**src/rtl/slice_carry_pkg.sv**
```systemverilog
package slice_carry_pkg;
  localparam int GEN_SEL_W  = 3;
  localparam int ADDR_PINS  = 2;
  localparam int NUM_STAGES = 2;

  localparam logic [GEN_SEL_W-1:0] GEN_ZERO   = 3'd0;
  localparam logic [GEN_SEL_W-1:0] GEN_ONE    = 3'd1;
  localparam logic [GEN_SEL_W-1:0] GEN_PIN_A  = 3'd2;
  localparam logic [GEN_SEL_W-1:0] GEN_PIN_B  = 3'd3;
  localparam logic [GEN_SEL_W-1:0] GEN_BYPASS = 3'd4;
  localparam logic [GEN_SEL_W-1:0] GEN_PROD   = 3'd5;
endpackage

```
**src/rtl/scl_chain_start.sv**
```systemverilog
module scl_chain_start (
  input  logic use_bypass,
  input  logic chain_in,
  input  logic bypass_in,
  output logic start
);
  always_comb begin
    if (use_bypass) start = bypass_in;
    else            start = chain_in;
  end
endmodule

```
**src/rtl/scl_gen_select.sv**
```systemverilog
module scl_gen_select
  import slice_carry_pkg::*;
#(
  parameter int SEL_W = GEN_SEL_W,
  parameter int PINS  = ADDR_PINS
) (
  input  logic [SEL_W-1:0] sel,
  input  logic [PINS-1:0]  pins,
  input  logic             bypass_in,
  output logic             gen
);
  always_comb begin
    case (sel)
      GEN_ZERO:   gen = 1'b0;
      GEN_ONE:    gen = 1'b1;
      GEN_PIN_A:  gen = pins[0];
      GEN_PIN_B:  gen = pins[1];
      GEN_BYPASS: gen = bypass_in;
      GEN_PROD:   gen = pins[0] & pins[1];
      default:    gen = 1'b0;
    endcase
  end
endmodule

```
**src/rtl/scl_carry_stage.sv**
```systemverilog
module scl_carry_stage (
  input  logic carry_in,
  input  logic lut_out,
  input  logic prop_one,
  input  logic gen,
  output logic carry_out,
  output logic sum
);
  logic prop;

  always_comb begin
    prop = prop_one | lut_out;
    if (prop) carry_out = gen;
    else      carry_out = carry_in;
    sum = lut_out ^ carry_in;
  end
endmodule

```
**src/rtl/scl_bypass_mux.sv**
```systemverilog
module scl_bypass_mux (
  input  logic carry,
  input  logic tap,
  input  logic pick_tap,
  output logic out
);
  always_comb begin
    if (pick_tap) out = tap;
    else          out = carry;
  end
endmodule

```
**src/rtl/slice_carry_logic.sv**
```systemverilog
module slice_carry_logic
  import slice_carry_pkg::*;
(
  input  logic                 cin,
  input  logic                 bx,
  input  logic                 by,
  input  logic                 f_lut,
  input  logic                 g_lut,
  input  logic [ADDR_PINS-1:0] f_addr,
  input  logic [ADDR_PINS-1:0] g_addr,
  input  logic                 f_tap,
  input  logic                 g_tap,
  input  logic                 cfg_init_bx,
  input  logic                 cfg_lo_prop_one,
  input  logic                 cfg_hi_prop_one,
  input  logic [GEN_SEL_W-1:0] cfg_lo_gen,
  input  logic [GEN_SEL_W-1:0] cfg_hi_gen,
  input  logic                 cfg_xb_tap,
  input  logic                 cfg_yb_tap,
  output logic                 carry_mid,
  output logic                 cout,
  output logic                 sum_lo,
  output logic                 sum_hi,
  output logic                 xb,
  output logic                 yb
);
  // Stage 0 is the lower half of the slice, stage 1 the upper half.
  logic [NUM_STAGES:0]                  chain;
  logic [NUM_STAGES-1:0]                lut_v;
  logic [NUM_STAGES-1:0]                byp_v;
  logic [NUM_STAGES-1:0]                prop1_v;
  logic [NUM_STAGES-1:0]                tapsel_v;
  logic [NUM_STAGES-1:0]                tap_v;
  logic [NUM_STAGES-1:0]                gen_v;
  logic [NUM_STAGES-1:0]                sum_v;
  logic [NUM_STAGES-1:0]                bout_v;
  logic [NUM_STAGES-1:0][ADDR_PINS-1:0] addr_v;
  logic [NUM_STAGES-1:0][GEN_SEL_W-1:0] gsel_v;

  assign lut_v    = {g_lut, f_lut};
  assign byp_v    = {by, bx};
  assign prop1_v  = {cfg_hi_prop_one, cfg_lo_prop_one};
  assign tapsel_v = {cfg_yb_tap, cfg_xb_tap};
  assign tap_v    = {g_tap, f_tap};
  assign addr_v   = {g_addr, f_addr};
  assign gsel_v   = {cfg_hi_gen, cfg_lo_gen};

  scl_chain_start u_start (
    .use_bypass (cfg_init_bx),
    .chain_in   (cin),
    .bypass_in  (bx),
    .start      (chain[0])
  );

  for (genvar s = 0; s < NUM_STAGES; s++) begin : g_stage
    scl_gen_select #(
      .SEL_W (GEN_SEL_W),
      .PINS  (ADDR_PINS)
    ) u_gen (
      .sel       (gsel_v[s]),
      .pins      (addr_v[s]),
      .bypass_in (byp_v[s]),
      .gen       (gen_v[s])
    );

    scl_carry_stage u_stage (
      .carry_in  (chain[s]),
      .lut_out   (lut_v[s]),
      .prop_one  (prop1_v[s]),
      .gen       (gen_v[s]),
      .carry_out (chain[s+1]),
      .sum       (sum_v[s])
    );

    scl_bypass_mux u_byp (
      .carry    (chain[s+1]),
      .tap      (tap_v[s]),
      .pick_tap (tapsel_v[s]),
      .out      (bout_v[s])
    );
  end

  assign carry_mid = chain[1];
  assign cout      = chain[2];
  assign sum_lo    = sum_v[0];
  assign sum_hi    = sum_v[1];
  assign xb        = bout_v[0];
  assign yb        = bout_v[1];
endmodule

```
**config.mk**
```make
export PLATFORM = sky130hd
export DESIGN_NAME = slice_carry_logic
export DESIGN_NICKNAME = d
export VERILOG_FILES = /design/src/rtl/slice_carry_pkg.sv /design/src/rtl/scl_chain_start.sv /design/src/rtl/scl_gen_select.sv /design/src/rtl/scl_carry_stage.sv /design/src/rtl/scl_bypass_mux.sv /design/src/rtl/slice_carry_logic.sv
export SDC_FILE = /design/constraint.sdc
export NUM_CORES = 1
export LEC_CHECK = 0
export ABC_CLOCK_PERIOD_IN_PS = 900
export BUFFER_PORTS_ARGS = -buffer_cell sky130_fd_sc_hd__buf_4
export CAP_MARGIN = 25
export CORE_AREA = 2 2 39 41
export DETAILED_ROUTE_END_ITERATION = 8
export DIE_AREA = 0 0 41 43
export PLACE_DENSITY = 0.54
export SLEW_MARGIN = 30
export SYNTH_ARGS = -nofsm -noshare
export SYNTH_HDL_FRONTEND = slang
export SYNTH_SLANG_ARGS = --single-unit
```
**constraint.sdc**
```tcl
create_clock -name vclk -period 0.9
set_input_delay 0.045 -clock vclk [all_inputs]
set_output_delay 0.045 -clock vclk [all_outputs]
set_load 0.1 [all_outputs]
```
==> Word-level counts from Yosys, hierarchy flattened <==
Index checks and enable logic that the tools add are counted.
{ "totals": {"ff_bits": 0, "output_inout_bits": 6, "wordCells": 23} }
{ "op_classes": {"n_eq_ne": 10, "mux": 7, "bitwise": 6} }
{ "ops": {"columns": ["op", "n"], "rows": [
  ["equality test 3 x 2 -> 1 bit (second input constant)", 4],
  ["equality test 3 bit (second input constant)", 4],
  ["one-hot mux 1 bit (5 select lines)", 2],
  ["equality test 3 x 1 -> 1 bit (second input constant)", 2],
  ["2-to-1 mux 1 bit", 5],
  ["bitwise AND 1 bit", 2],
  ["bitwise OR 1 bit", 2],
  ["XOR 1 bit", 2]
]} }

==> Longest topological paths before layout <==
Gate-level depths: netlist of run 1.
{ "depth": {"ltp_word": 5, "depth_mapped": 4, "ltp_nobuf": 4} }

==> Modules after synthesis <==
A second synthesis of run 1 with hierarchy kept.
{ "hier_totals": {"hier_cells": 25, "hier_area_um2": 205.2} }
{ "modules_own_cells": {"columns": ["module", "instances", "cells_per_inst", "area_per_inst_um2", "seq_area_each_um2"], "rows": [
  ["scl_gen_select", 2, 8, 56.3, 0.0],
  ["scl_carry_stage", 2, 3, 23.8, 0.0],
  ["scl_bypass_mux", 2, 1, 15.0, 0.0],
  ["scl_chain_start", 1, 1, 15.0, 0.0]
]} }

==> Worst setup path before layout of run 1 <==
No wires, ideal clock.
{ "synth_timing": {"path_type": "input to output", "from": "input port f_addr[1]", "to": "output port sum_hi", "arrival_ns": 2.065, "required_time_ns": 0.855, "slack_ns": -1.210, "path_stages": 4, "n_path_buf": 0, "path_cell_list": "and2b_1 > o21ai_2 > a31oi_4 > xnor2_1"} }
{ "synth_between": {"elab_chain_len": 4} }
{ "synth_lines": {"columns": ["element", "line_no", "source"], "rows": [
  ["from (decl)", "slice_carry_logic.sv:9", "input logic [ADDR_PINS-1:0] f_addr,"],
  ["bitwise AND 1 bit", "scl_gen_select.sv:19", "GEN_PROD: gen = pins[0] & pins[1];"],
  ["one-hot mux 1 bit (5 select lines) (*)", "scl_gen_select.sv:13", "case (sel)"],
  ["2-to-1 mux 1 bit (*)", "scl_carry_stage.sv:13", "if (prop) carry_out = gen;"],
  ["XOR 1 bit (*)", "scl_carry_stage.sv:15", "sum = lut_out ^ carry_in;"],
  ["to (decl)", "slice_carry_logic.sv:23", "output logic sum_hi,"]
]} }
Every way passes the cells marked *; elsewhere a longest branch is shown, timed or not.

==> Final worst setup path of run 1 <==
{ "layout_timing": {"from": "input port cfg_init_bx", "to": "output port sum_hi"} }
{ "layout_between": {"elab_chain_len": 3} }
{ "layout_lines": {"columns": ["element", "line_no", "source"], "rows": [
  ["from (decl)", "slice_carry_logic.sv:13", "input logic cfg_init_bx,"],
  ["2-to-1 mux 1 bit", "scl_chain_start.sv:8", "if (use_bypass) start = bypass_in;"],
  ["2-to-1 mux 1 bit", "scl_carry_stage.sv:13", null],
  ["XOR 1 bit", "scl_carry_stage.sv:15", null]
]} }
No other way between the ends.

==> results.ini, run 1 <==
[floorplanning]
start_util_pct=18.9
coreArea_sq_um=1380
fp.dieW_microns=41
die-area_sq_um=1760
ios=28
die_y_microns=43
rows=14

[layout]
seqCellArea_sq_um=0
drive_gt1_share_pct=84.8
clkbuf_count=0
fillers=124
layout.cells.non_filler=82
design.seq.count=0
nNetsFinal=90
areaGrowthSynthToFinish_pct=196
antenna_cells=0

[global_route]
grt_pass1_vias=370
grt_pass1_wl_microns=1390
grtUsageTotal_pct=10.6
grt_antenna_before_repair=0
grt_max_degree=5
overflow=0

[critical_path]
startpoint_type=input pin
critPathBufInv=2
crit_slowest_cell=mux2i_4
cp-end-kind=output port
crit_start=cfg_init_bx
critPathTopFamily=multiplexers
critPathRequiredTime_ns=0.85
crit_cells=6
arrival_ns=1.08
critPathKind=in -> out
path_cells=buf_8 -> mux2i_4 -> nor3_2 -> a31oi_4 -> xnor2_4 -> buf_12
path_max_fanout=3
slowest_delay_ns=0.27

[yosys]
synthSimpleGateAreaFrac_pct=32.5
syn_inst=29
syn_nets=51
ys_seq_area_share_pct=0
synth-compound-area-share_pct=48.8
synth_cell_types=20
synth.mux.area_fraction_pct=9.09
syn_avg_cell_area_sq_um=9.02
yosys.area_share.adder_pct=0
synth.yosys.warnings=0
syn-cell-area_sq_um=262
synth_xor_area_share_pct=6.70
synth_top_family_by_area=compound AO/OA/AOI/OAI gates

[sta]
finalHoldViolCount=0
max_freq_mhz=891
finalSetupViolCount=6
worstMarginPinSlew_ns=0.376
drv_slew=0
relSlewSlack_pct=74.9
period_needed_ns=1.12
worst_slack_ns=-0.222
period_share_pct=125
rsz0062_at_grt=yes

[worst_hold_path]
hold_path_class=in -> out
hold_start=cfg_xb_tap
whs_endpoint=xb
whs_path_depth=3

[drt]
vias_per_cell=4.30
wl_per_cell_microns=9.91
drc=0
drtAntennaViolNets=0
first_pass_iters=1
totalWireLength_microns=813
vias=353
drt_iter0_drc=0

[placement]
portBuffers=28
dpl.hpwl_microns=675
pre_cts_slack_ns=-0.420
place.gp.congestion=0.656
place_inst=80

[run_status]
violations=setup timing
status=finished, violations left

[power_and_ir_drop]
powerDensity_nw_per_um2=953
leakagePower_nw=0.322
max-vdd-ir-drop_uv=428

[run]
drv_cap=0

==> worst min-delay path: stages <==
cell	delay (ns)
buf_4	0.10
mux2i_4	0.07
buf_12	0.17
==> power by group <==
| group | total, W | switching (W) | internal, W |
|---|---|---|---|
| clock | 0 | 0 | 0 |
| combinational | 0.000738 | 0.000414 | 0.000324 |
| sequential | 0 | 0 | 0 |
| total | 0.000738 | 0.000414 | 0.000324 |
==> cells in the mapped netlist (2+ instances only) <==
library cell	number	area, sq um
xnor2_1	2	17.5
o21ai_2	3	26.3
inv_1	2	7.51
nand2_1	3	11.3
nor2_1	3	11.3
a31oi_4	2	42.5
==> metrics by stage <==
step / hold WS [ns] / setup TNS [ns] / utilization [%] / power, W / instance area (sq um)
2_1_floorplan: 0.300 / -2.00 / - / 0.000415 / 343
6_report: 0.421 / -1.05 / 56.0 / 0.000738 / 774
4_1_cts: 0.423 / -1.12 / 53.7 / 0.000724 / 743
3_3_place_gp: 0.473 / -1.62 / 45.2 / 0.000604 / 626
3_5_place_dp: 0.472 / -1.69 / 45.2 / 0.000605 / 626
5_1_grt: 0.432 / -1.32 / 56.0 / 0.000767 / 774
==> cell families after synthesis <==
logic type	Yosys count
AO/OA/AOI/OAI	10
XOR/XNOR	2
buffers and inverters	2
multiplexers	2
AND/OR/NAND/NOR	13
==> worst max path at each step <==
stage                  end
finish              sum_hi
global route        sum_hi
CTS                 sum_hi
detailed placement  sum_hi
global placement    sum_hi
floorplan               yb
==> placed cells by master, fill, tap and decap left out, drive strengths merged, types with 2 or more instances in the layout <==
cell	n
o31ai	2
nand2	3
inv	2
buf	37
xnor2	2
a31oi	3
nor2	3
mux2i	2
o21ai	3
==> layout make-up <==
| class | instances | area, sq um | area share (%) |
|---|---|---|---|
| inverters | 2 | 7.51 | 0.969 |
| repair buffers | 37 | 378 | 48.8 |
| well taps | 16 | 20.0 | 2.58 |
| multi-input cells | 27 | 369 | 47.7 |
==> timing repair <==
item	CTS	global route
hold buffers	0	0
setup buffers	1	1
pin swaps	7	4
setup endpoints to repair	6	6
resized for setup	24	7
==> routing by layer <==
| metal | up-vias | routed length (microns) | GRT usage, % |
|---|---|---|---|
| li1 | 187 | - | - |
| met1 | 153 | 260 | 12.1 |
| met2 | 13 | 496 | 21.3 |
| met3 | 0 | 56 | 0 |
| met4 | 0 | 0 | 0 |
| met5 | - | 0 | 0 |
(Power assumes the default switching activity.)
==> run 2, diff against run 1 <==
CAP_MARGIN = 10   (was 25)
RECOVER_POWER = 25   (was not set)
REMOVE_ABC_BUFFERS = 1   (was not set)
==> run 2 against run 1 <==
  * Die area is the same
  * Maximum frequency shrank 0.76%
  * Via count shrank 3.1%
  * Global-route usage shrank 1.2 points
  * Sequential cell count is the same
  * Largest power group unchanged
  * The run still ends with setup timing left
==> results.ini, run 2 (synthesis results as in run 1) <==
[critical_path]
critPathMostFrequentCell=o31ai_2
critPathKind=in -> out  ; unchanged
arrival_ns=1.09  ; was 1.08 ns
critPathRequiredTime_ns=0.85  ; about the same
critPathBufInv=2  ; unchanged
cp-end-kind=output port  ; unchanged
worstSetupEndpoint=yb  ; was sum_hi
crit_cells=6  ; unchanged
crit_slowest_cell=buf_6  ; was mux2i_4
path_cells=buf_8 -> mux2i_4 -> o31ai_2 -> a31oi_2 -> o31ai_2 -> buf_6  ; was buf_8 -> mux2i_4 -> nor3_2 -> a31oi_4 -> xnor2_4 -> buf_12
startpoint_type=input pin  ; unchanged
slowest_delay_ns=0.26  ; was 0.27 ns
crit_start=cfg_init_bx  ; unchanged
path_max_fanout=3  ; unchanged
critPathTopFamily=compound AO/OA/AOI/OAI gates  ; was multiplexers

[layout]
final_common_cell=buf_4  ; unchanged
clkbuf_count=0  ; unchanged
areaGrowthSynthToFinish_pct=141  ; was 196%
stdcell_area_sq_um=631  ; was 774 sq um
layout_common_cells=buf_4 (22), buf_6 (8), nand2_1 (3), o21ai_2 (3)  ; was buf_4 (24), buf_6 (6), buf_12 (5)
design.seq.count=0  ; unchanged
antenna_cells=0  ; unchanged
drive_gt1_share_pct=80.6  ; was 84.8%
seqCellArea_sq_um=0  ; unchanged
nNetsFinal=86  ; was 90

[sta]
drv_slew=0  ; unchanged
fin_setup_tns_ns=-0.873  ; was -1.05 ns
period_needed_ns=1.13  ; was 1.12 ns
finalHoldViolCount=0  ; unchanged
max_freq_mhz=884  ; was 891 MHz
rsz0062_at_grt=yes  ; unchanged
period_share_pct=126  ; was 125%
worstMarginPinSlew_ns=0.295  ; was 0.376 ns
finalSetupViolCount=6  ; unchanged
relSlewSlack_pct=80.3  ; was 74.9%
worst_slack_ns=-0.231  ; was -0.222 ns

[power_and_ir_drop]
powerDensity_nw_per_um2=990  ; was 953 nW/um^2
switching_share_pct=60.6  ; was 56.1%
switchingPower_w=0.000378  ; was 0.000414 W
p_total_w=0.000624  ; was 0.000738 W
leakagePower_nw=0.279  ; was 0.322 nW
max-vdd-ir-drop_uv=328  ; was 428 uV
p_clk_share_pct=0  ; about the same
p_comb_share_pct=100.0  ; about the same
p_int_w=0.000246  ; was 0.000324 W
p_seq_share_pct=0  ; about the same

[global_route]
grt_use_met1_pct=10.5  ; was 12.1%
grt-busiest-layer=met2  ; unchanged
grt_max_degree=5  ; unchanged
grtUsageTotal_pct=9.40  ; was 10.6%
met2_usage_pct=18.4  ; was 21.3%
met3_usage_pct=1.05  ; was 0%
overflow=0  ; unchanged
grt_antenna_before_repair=0  ; unchanged
grt_pass1_vias=331  ; was 370
grt_pass1_wl_microns=1250  ; was 1390 microns

[floorplanning]
rows=14  ; unchanged
start_util_pct=18.9  ; unchanged
die_y_microns=43  ; unchanged
coreArea_sq_um=1380  ; unchanged
ios=28  ; unchanged
die-area_sq_um=1760  ; unchanged
fp.dieW_microns=41  ; unchanged

[placement]
place.gp.congestion=0.629  ; was 0.656
portBuffers=28  ; unchanged
placed_area_sq_um=514  ; was 626 sq um

[run]
drv_cap=0  ; unchanged

[worst_hold_path]
hold_path_class=in -> out  ; unchanged
hold_start=cfg_yb_tap  ; was cfg_xb_tap

[drt]
wl_per_cell_microns=9.55  ; was 9.91 microns
totalWireLength_microns=745  ; was 813 microns
drc=0  ; unchanged
drt_iter0_drc=2  ; was 0
drtAntennaViolNets=0  ; unchanged
vias=342  ; was 353
first_pass_iters=2  ; was 1
vias_per_cell=4.38  ; was 4.30

[run_status]
violations=setup timing  ; unchanged
status=finished, violations left  ; unchanged

run 2: cell count changes in the layout (fill, tap and decap cells not counted), moves of 2 or more:
cell / before / now
buf_12: 5 / 1
buf_6: 6 / 8
o31ai_4: 2 / 0
nor2_2: 3 / 1
xnor2_4: 2 / 0
buf_4: 24 / 22
nor2_1: 0 / 2
o31ai_2: 0 / 2
xnor2_2: 0 / 2
run 2: through the flow:
| stage | setup slack (ns) | util (%) | instances | hold slack (ns) |
|---|---|---|---|---|
| 3_3_place_gp | -0.339 | 37.2 | 76 | 0.461 |
| 5_1_grt | -0.282 | 45.6 | 78 | 0.439 |
| 2_1_floorplan | -1.21 | - | 29 | 0.433 |
| 4_1_cts | -0.260 | 43.0 | 77 | 0.434 |
| 3_5_place_dp | -0.313 | 37.2 | 76 | 0.464 |
| 6_report | -0.231 | 45.6 | 78 | 0.427 |
run 2: layout make-up:
type / count / area [sq um]
repair buffers: 33 / 305
fillers: 145 / 753
inverters: 2 / 10.0
well taps: 16 / 20.0
multi-input cells: 27 / 295
run 2: how the worst min path moves through the flow:
| stage | cells after the start | endpoint | slack (ns) |
|---|---|---|---|
| final | 3 | yb | 0.43 |
| after global routing | 3 | yb | 0.44 |
| after CTS | 3 | xb | 0.43 |
| after detailed placement | 3 | xb | 0.46 |
| after global placement | 3 | xb | 0.46 |
| after floorplan | 1 | yb | 0.43 |
run 2: layer usage:
| metal | wire length [microns] | share of wire (%) |
|---|---|---|
| met1 | 240 | 32 |
| met2 | 433 | 58 |
| met3 | 71 | 9.5 |
| met4 | 0 | 0 |
| met5 | 0 | 0 |
run 2: repair_timing:
action | CTS | global route
setup endpoints to repair | 6 | 6
resized for setup | 17 | 8
hold endpoints to repair | 0 | 0
pin swaps | 3 | 6
buffers inserted | 1 | 2
cloned | 0 | 0
hold buffers | 0 | 0
run 2: tightest hold or removal path: stages:
cell     delay [ns]
buf_4          0.09
o31ai_2        0.07
buf_6          0.18
run 2: power by group through the flow:
stage	clock network [W]	registers (W)	logic [W]
2_1_floorplan	0	0	0.000357
3_3_place_gp	0	0	0.000522
3_5_place_dp	0	0	0.000525
4_1_cts	0	0	0.000598
5_1_grt	0	0	0.000654
6_report	0	0	0.000624
